`config.mk`:
```
export PLATFORM = sky130hd
export DESIGN_NAME = sync_serial_unit
export DESIGN_NICKNAME = d
export VERILOG_FILES = /design/src/rtl/ssu_pkg.sv /design/src/rtl/ssu_clkgen.sv /design/src/rtl/ssu_core.sv /design/src/rtl/sync_serial_unit.sv
export SDC_FILE = /design/constraint.sdc
export NUM_CORES = 1
export LEC_CHECK = 0
export ABC_AREA = 1
export BUFFER_PORTS_ARGS = -buffer_cell sky130_fd_sc_hd__clkbuf_2
export CAP_MARGIN = 30
export CORE_ASPECT_RATIO = 2
export CORE_MARGIN = 1
export CORE_UTILIZATION = 59
export CTS_CLUSTER_SIZE = 20
export DETAILED_ROUTE_END_ITERATION = 7
export GPL_ROUTABILITY_DRIVEN = 0
export PLACE_DENSITY = 0.79
export SETUP_SLACK_MARGIN = 0.05
export SLEW_MARGIN = 20
export SYNTH_ARGS = -nofsm -noshare
export SYNTH_HDL_FRONTEND = slang
export SYNTH_HIERARCHICAL = 1
export SYNTH_SLANG_ARGS = --single-unit
```
`constraint.sdc`:
```
create_clock -name clk -period 2.5 [get_ports clk]
set_input_delay 0.25 -clock clk [delete_from_list [all_inputs] [get_ports clk]]
set_output_delay 0.25 -clock clk [all_outputs]
set_load 0.01 [all_outputs]
```
`src/rtl/ssu_pkg.sv`:
```
package ssu_pkg;

    localparam logic [1:0] ADDR_DATA = 2'd0;
    localparam logic [1:0] ADDR_CTRL = 2'd1;
    localparam logic [1:0] ADDR_STAT = 2'd2;
    localparam logic [1:0] ADDR_DIV  = 2'd3;

    localparam int OVR_CLR_BIT = 3;

    typedef struct packed {
        logic rx_en;
        logic irq_on_tsc;
        logic pre_div;
        logic ext_clk;
    } ctrl_t;

    typedef struct packed {
        logic ovr;
        logic rbf;
        logic tsc;
        logic tbe;
    } stat_t;

    typedef enum logic [1:0] {
        EDGE_NONE = 2'd0,
        EDGE_FALL = 2'd1,
        EDGE_RISE = 2'd2
    } sedge_e;

    function automatic logic [7:0] pad_nibble(input logic [3:0] v);
        return {4'b0000, v};
    endfunction

endpackage

```
`src/rtl/ssu_clkgen.sv`:
```
module ssu_clkgen
    import ssu_pkg::*;
#(
    parameter int DW          = 8,
    parameter int PRE_RATIO   = 4,
    parameter int SYNC_STAGES = 2
) (
    input  logic          clk,
    input  logic          rst,
    input  logic          run,
    input  logic          ext_sel,
    input  logic          pre_en,
    input  logic [DW-1:0] reload,
    input  logic          sclk_in,
    output logic          sclk_out,
    output sedge_e        edge_o
);
    localparam int PRE_W = $clog2(PRE_RATIO);

    logic [SYNC_STAGES:0] sync_q;
    logic [PRE_W-1:0]     pre_q;
    logic [DW-1:0]        div_q;
    logic                 tog_q;
    logic                 pre_hit;
    logic                 tick;
    logic                 ext_cur;
    logic                 ext_prev;

    always_ff @(posedge clk) begin
        if (rst) sync_q <= '1;
        else     sync_q <= {sync_q[SYNC_STAGES-1:0], sclk_in};
    end

    assign ext_cur  = sync_q[SYNC_STAGES-1];
    assign ext_prev = sync_q[SYNC_STAGES];

    assign pre_hit = !pre_en || (pre_q == PRE_W'(PRE_RATIO - 1));
    assign tick    = run && !ext_sel && pre_hit && (div_q == '0);

    always_ff @(posedge clk) begin
        if (rst || !run || ext_sel) begin
            pre_q <= '0;
            div_q <= reload;
            tog_q <= 1'b1;
        end else begin
            if (pre_en) pre_q <= pre_hit ? '0 : pre_q + 1'b1;
            else        pre_q <= '0;
            if (pre_hit) div_q <= (div_q == '0) ? reload : div_q - 1'b1;
            if (tick)    tog_q <= ~tog_q;
        end
    end

    always_comb begin
        edge_o = EDGE_NONE;
        if (ext_sel) begin
            if (ext_prev && !ext_cur)      edge_o = EDGE_FALL;
            else if (!ext_prev && ext_cur) edge_o = EDGE_RISE;
        end else if (tick) begin
            edge_o = tog_q ? EDGE_FALL : EDGE_RISE;
        end
    end

    assign sclk_out = tog_q;

    // no transfer running means the clock is parked high next cycle
    p_sclk_idle_r2: assert property (@(posedge clk) disable iff (rst)
        !run |=> sclk_out);

endmodule

```
`src/rtl/ssu_core.sv`:
```
module ssu_core
    import ssu_pkg::*;
#(
    parameter int DW = 8
) (
    input  logic          clk,
    input  logic          rst,
    input  logic          wr_buf,
    input  logic [DW-1:0] wdata,
    input  sedge_e        edge_i,
    input  logic          sdata_in,
    output logic          sdata_out,
    output logic          active,
    output logic          tbe,
    output logic          tsc,
    output logic          done,
    output logic [DW-1:0] rx_byte
);
    localparam int CW = $clog2(DW);

    logic [DW-1:0] tx_buf;
    logic [DW-1:0] tx_sh;
    logic [DW-1:0] rx_sh;
    logic [CW-1:0] cnt;
    logic          load;

    assign done    = active && (edge_i == EDGE_RISE) && (cnt == CW'(DW - 1));
    assign load    = !tbe && (!active || done);
    assign rx_byte = {sdata_in, rx_sh[DW-1:1]};

    always_ff @(posedge clk) begin
        if (rst) begin
            tx_buf    <= '0;
            tx_sh     <= '0;
            rx_sh     <= '0;
            cnt       <= '0;
            active    <= 1'b0;
            tbe       <= 1'b1;
            tsc       <= 1'b1;
            sdata_out <= 1'b1;
        end else begin
            if (active && edge_i == EDGE_FALL) begin
                sdata_out <= tx_sh[0];
                tx_sh     <= tx_sh >> 1;
            end
            if (active && edge_i == EDGE_RISE) begin
                rx_sh <= rx_byte;
                cnt   <= cnt + 1'b1;
            end
            if (load) begin
                tx_sh  <= tx_buf;
                tbe    <= 1'b1;
                active <= 1'b1;
                tsc    <= 1'b0;
                cnt    <= '0;
            end else if (done) begin
                active <= 1'b0;
                tsc    <= 1'b1;
            end
            if (wr_buf) begin
                tx_buf <= wdata;
                tbe    <= 1'b0;
            end
        end
    end

    // shift-complete is never reported while bits are moving
    p_tsc_idle_r4: assert property (@(posedge clk) disable iff (rst)
        tsc |-> !active);

    // an idle shifter takes a pending byte at once
    p_load_idle_r3: assert property (@(posedge clk) disable iff (rst)
        (!tbe && !active && !wr_buf) |=> (tbe && active));

    // a pending byte at the byte boundary keeps the shifter running
    p_no_gap_r10: assert property (@(posedge clk) disable iff (rst)
        (done && !tbe) |=> active);

endmodule

```
`src/rtl/sync_serial_unit.sv`:
```
module sync_serial_unit
    import ssu_pkg::*;
#(
    parameter int DW          = 8,
    parameter int PRE_RATIO   = 4,
    parameter int SYNC_STAGES = 2
) (
    input  logic          clk,
    input  logic          rst,
    input  logic [1:0]    bus_addr,
    input  logic          bus_wr,
    input  logic          bus_rd,
    input  logic [DW-1:0] bus_wdata,
    output logic [DW-1:0] bus_rdata,
    input  logic          sclk_in,
    output logic          sclk_out,
    input  logic          sdata_in,
    output logic          sdata_out,
    output logic          rx_ready,
    output logic          tx_irq,
    output logic          rx_irq
);
    localparam int CTRL_W = $bits(ctrl_t);

    ctrl_t         ctrl_q;
    logic [DW-1:0] div_q;
    logic [DW-1:0] rx_buf;
    logic          rbf, ovr;
    logic          rbf_d, tx_flag_d;
    logic          tx_flag;
    stat_t         stat;
    sedge_e        sedge;
    logic          active, tbe, tsc, done;
    logic [DW-1:0] rx_byte;
    logic          wr_data, wr_ctrl, wr_stat, wr_div, rd_data;

    assign wr_data = bus_wr && bus_addr == ADDR_DATA;
    assign wr_ctrl = bus_wr && bus_addr == ADDR_CTRL;
    assign wr_stat = bus_wr && bus_addr == ADDR_STAT;
    assign wr_div  = bus_wr && bus_addr == ADDR_DIV;
    assign rd_data = bus_rd && bus_addr == ADDR_DATA;

    ssu_clkgen #(.DW(DW), .PRE_RATIO(PRE_RATIO), .SYNC_STAGES(SYNC_STAGES)) u_clk (
        .clk      (clk),
        .rst      (rst),
        .run      (active),
        .ext_sel  (ctrl_q.ext_clk),
        .pre_en   (ctrl_q.pre_div),
        .reload   (div_q),
        .sclk_in  (sclk_in),
        .sclk_out (sclk_out),
        .edge_o   (sedge)
    );

    ssu_core #(.DW(DW)) u_core (
        .clk       (clk),
        .rst       (rst),
        .wr_buf    (wr_data),
        .wdata     (bus_wdata),
        .edge_i    (sedge),
        .sdata_in  (sdata_in),
        .sdata_out (sdata_out),
        .active    (active),
        .tbe       (tbe),
        .tsc       (tsc),
        .done      (done),
        .rx_byte   (rx_byte)
    );

    always_ff @(posedge clk) begin
        if (rst) begin
            ctrl_q    <= '0;
            div_q     <= '0;
            rx_buf    <= '0;
            rbf       <= 1'b0;
            ovr       <= 1'b0;
            rbf_d     <= 1'b0;
            tx_flag_d <= 1'b1;
        end else begin
            rbf_d     <= rbf;
            tx_flag_d <= tx_flag;
            if (wr_ctrl) ctrl_q <= ctrl_t'(bus_wdata[CTRL_W-1:0]);
            if (wr_div)  div_q  <= bus_wdata;
            if (wr_stat && bus_wdata[OVR_CLR_BIT]) ovr <= 1'b0;
            if (rd_data) rbf <= 1'b0;
            if (done && ctrl_q.rx_en) begin
                rx_buf <= rx_byte;
                rbf    <= 1'b1;
                if (rbf) ovr <= 1'b1;
            end
        end
    end

    assign tx_flag  = ctrl_q.irq_on_tsc ? tsc : tbe;
    assign tx_irq   = tx_flag && !tx_flag_d;
    assign rx_irq   = rbf && !rbf_d;
    assign rx_ready = ctrl_q.rx_en && !rbf;

    assign stat = '{ovr: ovr, rbf: rbf, tsc: tsc, tbe: tbe};

    always_comb begin
        unique case (bus_addr)
            ADDR_DATA: bus_rdata = rx_buf;
            ADDR_CTRL: bus_rdata = pad_nibble(ctrl_q);
            ADDR_STAT: bus_rdata = pad_nibble(stat);
            default:   bus_rdata = div_q;
        endcase
    end

    // every completed byte with receive enabled fills the buffer
    p_rbf_set_r6: assert property (@(posedge clk) disable iff (rst)
        (done && ctrl_q.rx_en) |=> rbf);

    // a byte landing on a full buffer flags overrun
    p_ovr_set_r7: assert property (@(posedge clk) disable iff (rst)
        (done && ctrl_q.rx_en && rbf) |=> ovr);

    // external clock mode leaves the clock output high
    p_ext_quiet_r11: assert property (@(posedge clk) disable iff (rst)
        ctrl_q.ext_clk |=> sclk_out);

endmodule

```
; ---- Yosys cells after proc, flatten, opt, wreduce, memory -nomap -nowiden
; Index checks and enable logic that the tools add are counted.
[word_totals]
out_inout_bits = 13
input_bits = 16
regBits = 69
wordCells = 98
[op_classes]
addsub = 3
n_reduce_logical = 41
n_eq_ne = 7
bitwise_logic = 2
mux = 23
[op_table]
columns = operator, count
row1 = $mux 8, 5
row2 = $pmux 8 s3, 1
row3 = $logic_and 1x1->1, 19
row4 = $mux 1, 12
row5 = $mux 2, 5
row6 = $reduce_bool 2->1, 5
row7 = $logic_not 1->1, 9
row8 = $eq 2x2->1 const B, 4
row9 = $logic_not 8->1, 1
row10 = $sub 8x1->8 const B, 1
row11 = $eq 2x1->1 const B, 2
row12 = $logic_or 1x1->1, 4
row13 = $add 3x1->3 const B, 1
row14 = $eq 3x3->1 const B, 1
row15 = $reduce_or 3->1, 1
row16 = $add 2x1->2 const B, 1
row17 = $logic_not 2->1, 1
row18 = $not 1->1, 2
row19 = $reduce_or 2->1, 1

; ---- Logic depth before layout (Yosys ltp)
; Gate-level depths: netlist (run 1).
[logic_depth]
word_depth = 13
depth_mapped = 13
mapped_depth_nobuf = 13

; ---- By module
; Netlist (run 1), hierarchy kept.
[modules_own_cells]
columns = module, cells_per_inst, n_inst, area_per_inst_um2
row1 = ssu_core, 160, 1, 1248.7
row2 = sync_serial_unit, 166, 1, 1149.9
row3 = ssu_clkgen, 103, 1, 833.3

; ---- Least setup slack after synthesis (run 1)
; Ideal clock, no wire load.
[synth_path]
path_kind = register -> register
start = register u_clk.div_q[0]
end = register ovr
required_ns = 2.442
arrival_time_ns = 1.972
setup_ns = 0.058
period_less_slack_ns = 2.031
stages_incl_launch_ff = 13
n_path_buf = 0
slack_ns = 0.469
cell_sequence = edfxtp_1 -> inv_2 -> ha_1 -> nand3_2 -> nor2_2 -> nand3_1 -> o31ai_1 -> nand3_1 -> nor2_1 -> nand2_1 -> clkinv_1 -> nand3_1 -> nand2_1
[synth_between]
elab_chain_len = 9
[synth_lines]
columns = element, line
row1 = "start, declared", ssu_clkgen.sv:22  ; logic [DW-1:0] div_q;
row2 = "start signal, assigned", ssu_clkgen.sv:43  ; div_q <= reload;
row3 = "start signal, assigned", ssu_clkgen.sv:48  ; if (pre_hit) div_q <= (div_q == '0) ? reload : div_q - 1'b1;
row4 = $logic_not 8->1, ssu_clkgen.sv:38  ; assign tick = run && !ext_sel && pre_hit && (div_q == '0);
row5 = $logic_and 1x1->1, ssu_clkgen.sv:38
row6 = $mux 2, ssu_clkgen.sv:58  ; end else if (tick) begin
row7 = $mux 2, ssu_clkgen.sv:55  ; if (ext_sel) begin
row8 = via sedge[1], sync_serial_unit.sv:32  ; sedge_e sedge;
row9 = $eq 2x2->1, ssu_core.sv:27  ; assign done = active && (edge_i == EDGE_RISE) && (cnt == CW'(DW - 1));
row10 = $logic_and 1x1->1 (2 in a row), ssu_core.sv:27
row11 = via done, sync_serial_unit.sv:33  ; logic active, tbe, tsc, done;
row12 = $logic_and 1x1->1, sync_serial_unit.sv:86  ; if (done && ctrl_q.rx_en) begin
row13 = $mux 1, sync_serial_unit.sv:86
row14 = "end signal, assigned", sync_serial_unit.sv:76  ; ovr <= 1'b0;
row15 = "end signal, assigned", sync_serial_unit.sv:84  ; if (wr_stat && bus_wdata[OVR_CLR_BIT]) ovr <= 1'b0;
row16 = "end signal, assigned", sync_serial_unit.sv:89  ; if (rbf) ovr <= 1'b1;
row17 = "end, declared", sync_serial_unit.sv:28  ; logic rbf, ovr;
; The timed path passes the listed nets, and every way through them passes these cells.
; A chain may end at the register's enable or synchronous reset.

; ---- Worst setup path in the final report (run 1)
[layout_path]
start = register u_clk.div_q[0]
end = register u_core.rx_sh[5]
[layout_between]
elab_chain_len = 6
[layout_lines]
columns = element, line
row1 = $logic_not 8->1, ssu_clkgen.sv:38
row2 = $logic_and 1x1->1, ssu_clkgen.sv:38
row3 = $mux 2, ssu_clkgen.sv:58
row4 = $mux 2, ssu_clkgen.sv:55
row5 = via sedge[0], sync_serial_unit.sv:32
row6 = $eq 2x2->1, ssu_core.sv:46  ; if (active && edge_i == EDGE_RISE) begin
row7 = $logic_and 1x1->1, ssu_core.sv:46
row8 = "end signal, assigned", ssu_core.sv:47  ; rx_sh <= rx_byte;
row9 = "end, declared", ssu_core.sv:23  ; logic [DW-1:0] rx_sh;
; The timed path passes the listed nets, and every way through them passes these cells.

==> metrics.md, run 1 <==
| Metric | Value |
|---|---|
| Largest net degree at the start of global routing | `24` |
| Logic pwr share | `0.107` |
| DRT met1 WL | `2680 um` |
| Setup violations, final | `0` |
| Clk pwr share | `0.360` |
| Clock root cell | `clkbuf_8` |
| Vias in the first global route | `2674` |
| Tightest Pin Transition | `611 ps` |
| Routed met3 length | `~230 um` |
| Sequential share of power | `0.534` |
| Critical-path maximum fanout | `11` |
| Yosys cell types | `33` |
| HPWL Detailed | `about 5400 um` |
| I/O Pins | `29` |
| Met2 wire length | `3930 um` |
| DRT iter0 DRCs | `87` |
| Critical path, cell by cell | `inv_2, ha_1, nand3_2, nor2_2, nand2_1, o21ai_1, inv_1, nand3_1, buf_4, clkinv_1, nor2_1, nor2_1` |
| Layout cells sized above 1 | `0.181` |
| Pint | `1600 uW` |
| Vias | `2818` |
| Overall power | `between 2000 and 2500 uW` |
| Core area | `5180 um2` |
| Buf/Inv on CP | `4` |
| Chip width | `54.3 um` |
| Initial antenna violation count | `0` |
| # Max-Cap Violations | `0` |
| Final core utilization | `0.685` |
| GRT Residual Overflow | `0` |
| Placed insts | `503` |
| Non-Filler Cell Area, Final | `3550 um2` |
| Cells on worst reg2reg path | `12` |
| Outcome | `completed` |
| Total of warnings raised by yosys | `6` |
| Worst hold start | `sclk_in` |
| Via density | `5.40` |
| Worst R2R Setup Slack | `240 ps` |
| Die footprint | `5800 um2` |
| Clk sinks | `a little under 70` |
| FF+latch count, synth | `roughly 70` |
| Net Count, Synth | `450` |
| # port buffers | `28` |
| Critical setup path kind | `register to register` |
| Fin crit period | `approximately 2300 ps` |
| Sw Share | `0.265` |
| WP data arrival | `2510 ps` |
| Hold Path Depth | `2` |
| Hold Crit Endpoint | `u_clk/sync_q[0]` |
| Slew Limit Headroom | `0.593` |
| Cell Count, Final, Fillers Out | `approximately 520` |
| CTS H-tree lvls | `3` |
| Top Layer Used | `met4` |
| Initial core utilization | `0.623` |
| # diodes | `0` |
| Syn Inst Count | `roughly 430` |
| Site Rows | `37` |
| Bufs on Longest Clock Path | `2` |
| Residual DRC | `0` |
| Worst skew pair latency | `~360 ps` |
| Most used cell, CP | `nor2_1` |
| WL/cell | `14.0 um` |
| Fin nets | `480` |
| Detail Route Antenna Nets | `0` |
| FF-to-FF End | `u_core/rx_sh[5]` |
| CTS tree | `built` |
| Period utilisation layout | `0.905` |
| CP Capture Type | `register` |
| Crit path max-delay family | `simple AND/OR/NAND/NOR gates` |
| HP Class | `primary input to register` |
| Setup_tns | `0 ps` |
| PwrDens | `611 nW/um2` |
| Fill cells | `451` |
| Pleak | `0.00157 uW` |
| Fmax | `442 MHz` |
| DR pass1 iterations | `4` |
| Avg Inst Size Synth | `about 7.5 um2` |
| Register area share after synthesis | `0.446` |
| Final hold violations | `0` |
| Hold-fix buffer count after cts | `0` |
| Max IR drop VDD | `0.640 mV` |
| CP Launch Type | `register` |
| Clk_skew | `9.81 ps` |
| CTS Buf Count | `9` |
| Total GRT Usage | `0.284` |
| R2R Path Start | `u_clk/div_q[0]` |
| Die height | `107 um` |
| Synthesis-to-finish area growth | `9.95%` |
| Worst path slowest cell | `edfxtp_1` |
| Clk pin slew, worst setup/hold paths | `~70 ps` |
| Final Max Tran Viols | `0` |
| Wirelength, routed | `between 7000 and 8000 um` |
| WP data required | `2740 ps` |
| Post-Syn Area | `3230 um2` |
| First-pass GRT wire length | `11600 um` |
| RSZ-0062 raised after global routing | `false` |
| Dpl cell area | `3350 um2` |
| Critical Path Max Stage Delay | `410 ps` |
| Psw | `~580 uW` |
## synth_stat cells (all sizes together)
master	count	area (um2)
xnor2	1	8.76
ha	5	62.6
o21ai	36	195
nand4	11	68.8
edfxtp	8	240
inv	46	173
nor3	1	16.3
xor2	2	17.5
a21oi	22	110
o31ai	1	7.51
or2	4	25.0
nor2	76	334
dfxtp	60	1200
buf	15	119
nand3	38	220
clkinv	2	7.51
nand2	99	399
nor3b	1	7.51
o21bai	1	18.8
## power groups by stage
stage / Sequential [uW] / Combinational (uW) / Clock, uW
2_1_floorplan: 1180 / 177 / 0
3_3_place_gp: 1180 / 220 / 0
3_5_place_dp: 1180 / 226 / 0
4_1_cts: 1160 / 227 / 798
5_1_grt: 1160 / 256 / 849
6_report: 1160 / 232 / 781
## routing by layer
layer | vias to the layer above | track usage
met5 | - | 0
met4 | 0 | 0.211
met3 | 34 | 0.0511
met2 | 62 | 0.490
met1 | 1289 | 0.280
li1 | 1433 | -
## registers in the layout (all words and copies together), names as in the netlist
name / cells
u_core/tbe: 1
u_core/tx_buf: 8
u_clk/sync_q: 3
u_core/tsc: 1
u_core/sdata_out: 1
rx_buf: 8
u_core/cnt: 3
ovr: 1
rbf: 1
u_clk/pre_q: 2
div_q: 8
u_core/active: 1
tx_flag_d: 1
u_core/tx_sh: 8
rbf_d: 1
ctrl_q: 4
u_core/rx_sh: 7
u_clk/div_q: 8
u_clk/sclk_out: 1
## stage by stage
stage	setup WS, ps	hold slack [ps]
2_1_floorplan	469	354
6_report	237	83.1
4_1_cts	127	76.8
5_1_grt	48.9	94.3
3_5_place_dp	144	420
3_3_place_gp	258	404
## cells in the final DEF (no fill, tap or decap), types with 2 or more instances in the layout
master,n
nor2_4,3
nor2_2,5
clkbuf_2,28
buf_4,6
nand3_4,2
or2_2,4
o21ai_0,31
clkbuf_8,10
clkinv_2,4
edfxtp_1,8
clkinvlp_4,2
xor2_1,2
inv_1,39
a21oi_1,22
nand2_1,93
inv_2,7
nand2_4,3
nand3_1,35
ha_1,5
dfxtp_1,60
nor2_1,67
o21ai_1,3
nand4_1,11
nand2_2,3
## logic make-up (layout without fill, tap and decap cells)
group | after synthesis | count (layout) | share of synthesized area
adders and majority gates | 5 | 5 | 0.0194
xor gates and xnor gates | 3 | 3 | 0.00813
buffers and inverters | 63 | 98 | 0.0925
and+or+nand+nor | 230 | 230 | 0.331
AOI/OAI and AO/OA | 60 | 60 | 0.103
DFF | 68 | 68 | 0.446
## area by class of cell
cell class	instances	area [um2]	share of cell area
timing repair buffer	34	185	0.0521
tap	58	72.6	0.0204
clock buffer	11	141	0.0398
multi-input combinational	298	1500	0.423
sequential	68	1440	0.406
clock inverter	5	27.5	0.00775
inverter	48	184	0.0518
## how the worst max path moves through the flow
stage / start / endpoint / cells past startpoint
final: u_clk/div_q[0] / u_core/rx_sh[5] / 12
after global routing: u_clk/div_q[0] / u_core/rx_sh[5] / 12
after CTS: u_clk/div_q[0] / rx_buf[2] / 13
after detailed placement: u_clk/div_q[0] / rx_buf[7] / 13
after global placement: u_clk/div_q[0] / rx_buf[0] / 13
after floorplan: u_clk/div_q[0] / ovr / 12
## repair_timing
item | 4_1_cts | 5_1_grt
resized for setup | 0 | 4
endpoints found under the setup margin | 0 | 12
buffers inserted | 0 | 3
(Power assumes the default switching activity.)
==> run 2: changes to the inputs <==
--- a/config.mk
+++ b/config.mk
@@ -14,6 +14,8 @@
 export CTS_CLUSTER_SIZE = 20
 export DETAILED_ROUTE_END_ITERATION = 7
 export GPL_ROUTABILITY_DRIVEN = 0
+export HOLD_SLACK_MARGIN = 0.1
+export MAX_ROUTING_LAYER = met4
 export PLACE_DENSITY = 0.79
 export SETUP_SLACK_MARGIN = 0.05
 export SLEW_MARGIN = 20
==> metrics.md, run 2 (synthesized netlist as in run 1, its figures left out) <==
| Metric | Value |
|---|---|
| Critical Path Max Stage Delay | `410 ps` |
| RSZ-0062 raised after global routing | `false` |
| Tightest Pin Transition | `612 ps` |
| HPWL Detailed | `5390 um` |
| Initial antenna violation count | `0` |
| Sequential share of power | `0.533` |
| Clk pin slew, worst setup/hold paths | `70 ps` |
| CTS Buf Count | `9` |
| Routed met3 length | `roughly 270 um` |
| Clock root cell | `clkbuf_8` |
| Layout cells sized above 1 | `0.182` |
| Clk pwr share | `0.360` |
| Critical-path maximum fanout | `11` |
| Top Layer Used | `met4` |
| Fill cells | `447` |
| Hold Path Depth | `4` |
| Met2 wire length | `4000 um` |
| # Max-Cap Violations | `0` |
| Largest net degree at the start of global routing | `24` |
| Bufs on Longest Clock Path | `2` |
| Setup violations, final | `0` |
| Clk sinks | `68` |
| CTS tree | `built` |
| Most frequent cells in the layout | `nand2_1, nor2_1, dfxtp_1, inv_1, nand3_1` |
| Cells on worst reg2reg path | `12` |
| Most used cell, CP | `nor2_1` |
| Fin crit period | `2250 ps` |
| Logic pwr share | `0.107` |
| Final WS setup | `between 200 and 250 ps` |
| Detail Route Antenna Nets | `0` |
| Fin nets | `482` |
| Pleak | `0.00158 uW` |
| Residual DRC | `0` |
| Period utilisation layout | `0.901` |
| Hold Crit Endpoint | `rbf` |
| Final Max Tran Viols | `0` |
| WP data required | `2750 ps` |
| CP Launch Type | `register` |
| Total GRT Usage | `0.293` |
| Outcome | `completed` |
| Commonest non-fill, non-tap cell in the layout | `nand2_1` |
| Core area | `a little over 5000 um2` |
| HP Class | `primary input to register` |
| PwrDens | `609 nW/um2` |
| DRT met1 WL | `2640 um` |
| Non-Filler Cell Area, Final | `3570 um2` |
| # port buffers | `28` |
| Die height | `107 um` |
| DR pass1 iterations | `4` |
| Wirelength, routed | `7280 um` |
| Clk_skew | `about 6.9 ps` |
| Dpl cell area | `3350 um2` |
| FF-to-FF End | `u_core/rx_sh[5]` |
| Vias in the first global route | `approximately 2.7k` |
| Pint | `roughly 1600 uW` |
| Final Hold Slack | `about 160 ps` |
| GRT Residual Overflow | `0` |
| Dpl ws | `roughly 140 ps` |
| Synthesis-to-finish area growth | `10.5%` |
| WP data arrival | `2500 ps` |
| Fmax | `444 MHz` |
| DRT iter0 DRCs | `84` |
| Max IR drop VDD | `between 0.6 and 0.7 mV` |
| CP Capture Type | `register` |
| Worst path slowest cell | `edfxtp_1` |
| Psw | `578 uW` |
| Worst skew pair latency | `360 ps` |
| Buf/Inv on CP | `4` |
| Critical path, cell by cell | `inv_2, ha_1, nand3_2, nor2_2, nand2_1, o21ai_1, inv_1, nand3_1, buf_4, clkinv_1, nor2_1, nor2_1` |
| Setup_tns | `0 ps` |
| Vias | `2828` |
| Initial core utilization | `0.623` |
| Sw Share | `0.266` |
| Via density | `roughly 5.4` |
| R2R Path Start | `u_clk/div_q[0]` |
| Slew Limit Headroom | `0.592` |
| Chip width | `between 50 and 60 um` |
| Site Rows | `37` |
| I/O Pins | `29` |
| # diodes | `0` |
| WL/cell | `13.9 um` |
| First-pass GRT wire length | `11700 um` |
| Crit path max-delay family | `simple AND/OR/NAND/NOR gates` |
| Die footprint | `~5800 um2` |
| Critical setup path kind | `register to register` |
| Worst R2R Setup Slack | `250 ps` |
| CTS H-tree lvls | `3` |
| Final hold violations | `0` |
| Worst hold start | `bus_rd` |
run 2: per-layer routing:
metal | vias up | track usage
li1 | 1437 | -
met1 | 1291 | 0.283
met2 | 67 | 0.490
met3 | 33 | 0.0511
met4 | 0 | 0.211
met5 | - | -
run 2: worst max path at each step:
| stage | startpoint | endpoint | slack (ps) | depth (start not counted) |
|---|---|---|---|---|
| 3_5_place_dp | u_clk/div_q[0] | rx_buf[7] | 140 | 13 |
| 4_1_cts | u_clk/div_q[0] | rx_buf[2] | 130 | 13 |
| 6_report | u_clk/div_q[0] | u_core/rx_sh[5] | 250 | 12 |
| 5_1_grt | u_clk/div_q[0] | u_core/rx_sh[5] | 50 | 12 |
| 3_3_place_gp | u_clk/div_q[0] | rx_buf[0] | 260 | 13 |
| 2_1_floorplan | u_clk/div_q[0] | ovr | 470 | 12 |
run 2: metrics by stage:
step	utilization	instances	power [uW]
2_1_floorplan	-	429	1350
3_3_place_gp	0.646	503	1400
3_5_place_dp	0.646	503	1410
4_1_cts	0.680	520	2190
5_1_grt	0.689	524	2270
6_report	0.689	524	2180
run 2: timing repair:
| action | 4_1_cts | 5_1_grt |
|---|---|---|
| hold endpoints to repair | 1 | 0 |
| buffers inserted | 0 | 4 |
| endpoints found under the setup margin | 0 | 13 |
| gates resized for setup | 0 | 4 |
| hold buffers | 1 | 0 |
run 2: tightest hold or removal path, delay by kind of cell:
kind            cells  cell delay, ps
buf+inv             1              80
compound gates      1              60
simple gates        2              90
run 2: power groups by stage:
| stage | registers [uW] | clock network [uW] | logic (uW) |
|---|---|---|---|
| 2_1_floorplan | 1180 | 0 | 177 |
| 3_3_place_gp | 1180 | 0 | 220 |
| 3_5_place_dp | 1180 | 0 | 226 |
| 4_1_cts | 1160 | 798 | 228 |
| 5_1_grt | 1160 | 849 | 258 |
| 6_report | 1160 | 782 | 234 |
run 2: final cells by class:
cell class | instances | area (um2) | area share
repair buffers | 36 | 203 | 0.0568
clock inverters | 5 | 27.5 | 0.00771
multi-input cells | 298 | 1500 | 0.420
clock buffers | 11 | 141 | 0.0396
well taps | 58 | 72.6 | 0.0203
flip-flops and latches | 68 | 1440 | 0.404
inverters | 48 | 184 | 0.0515
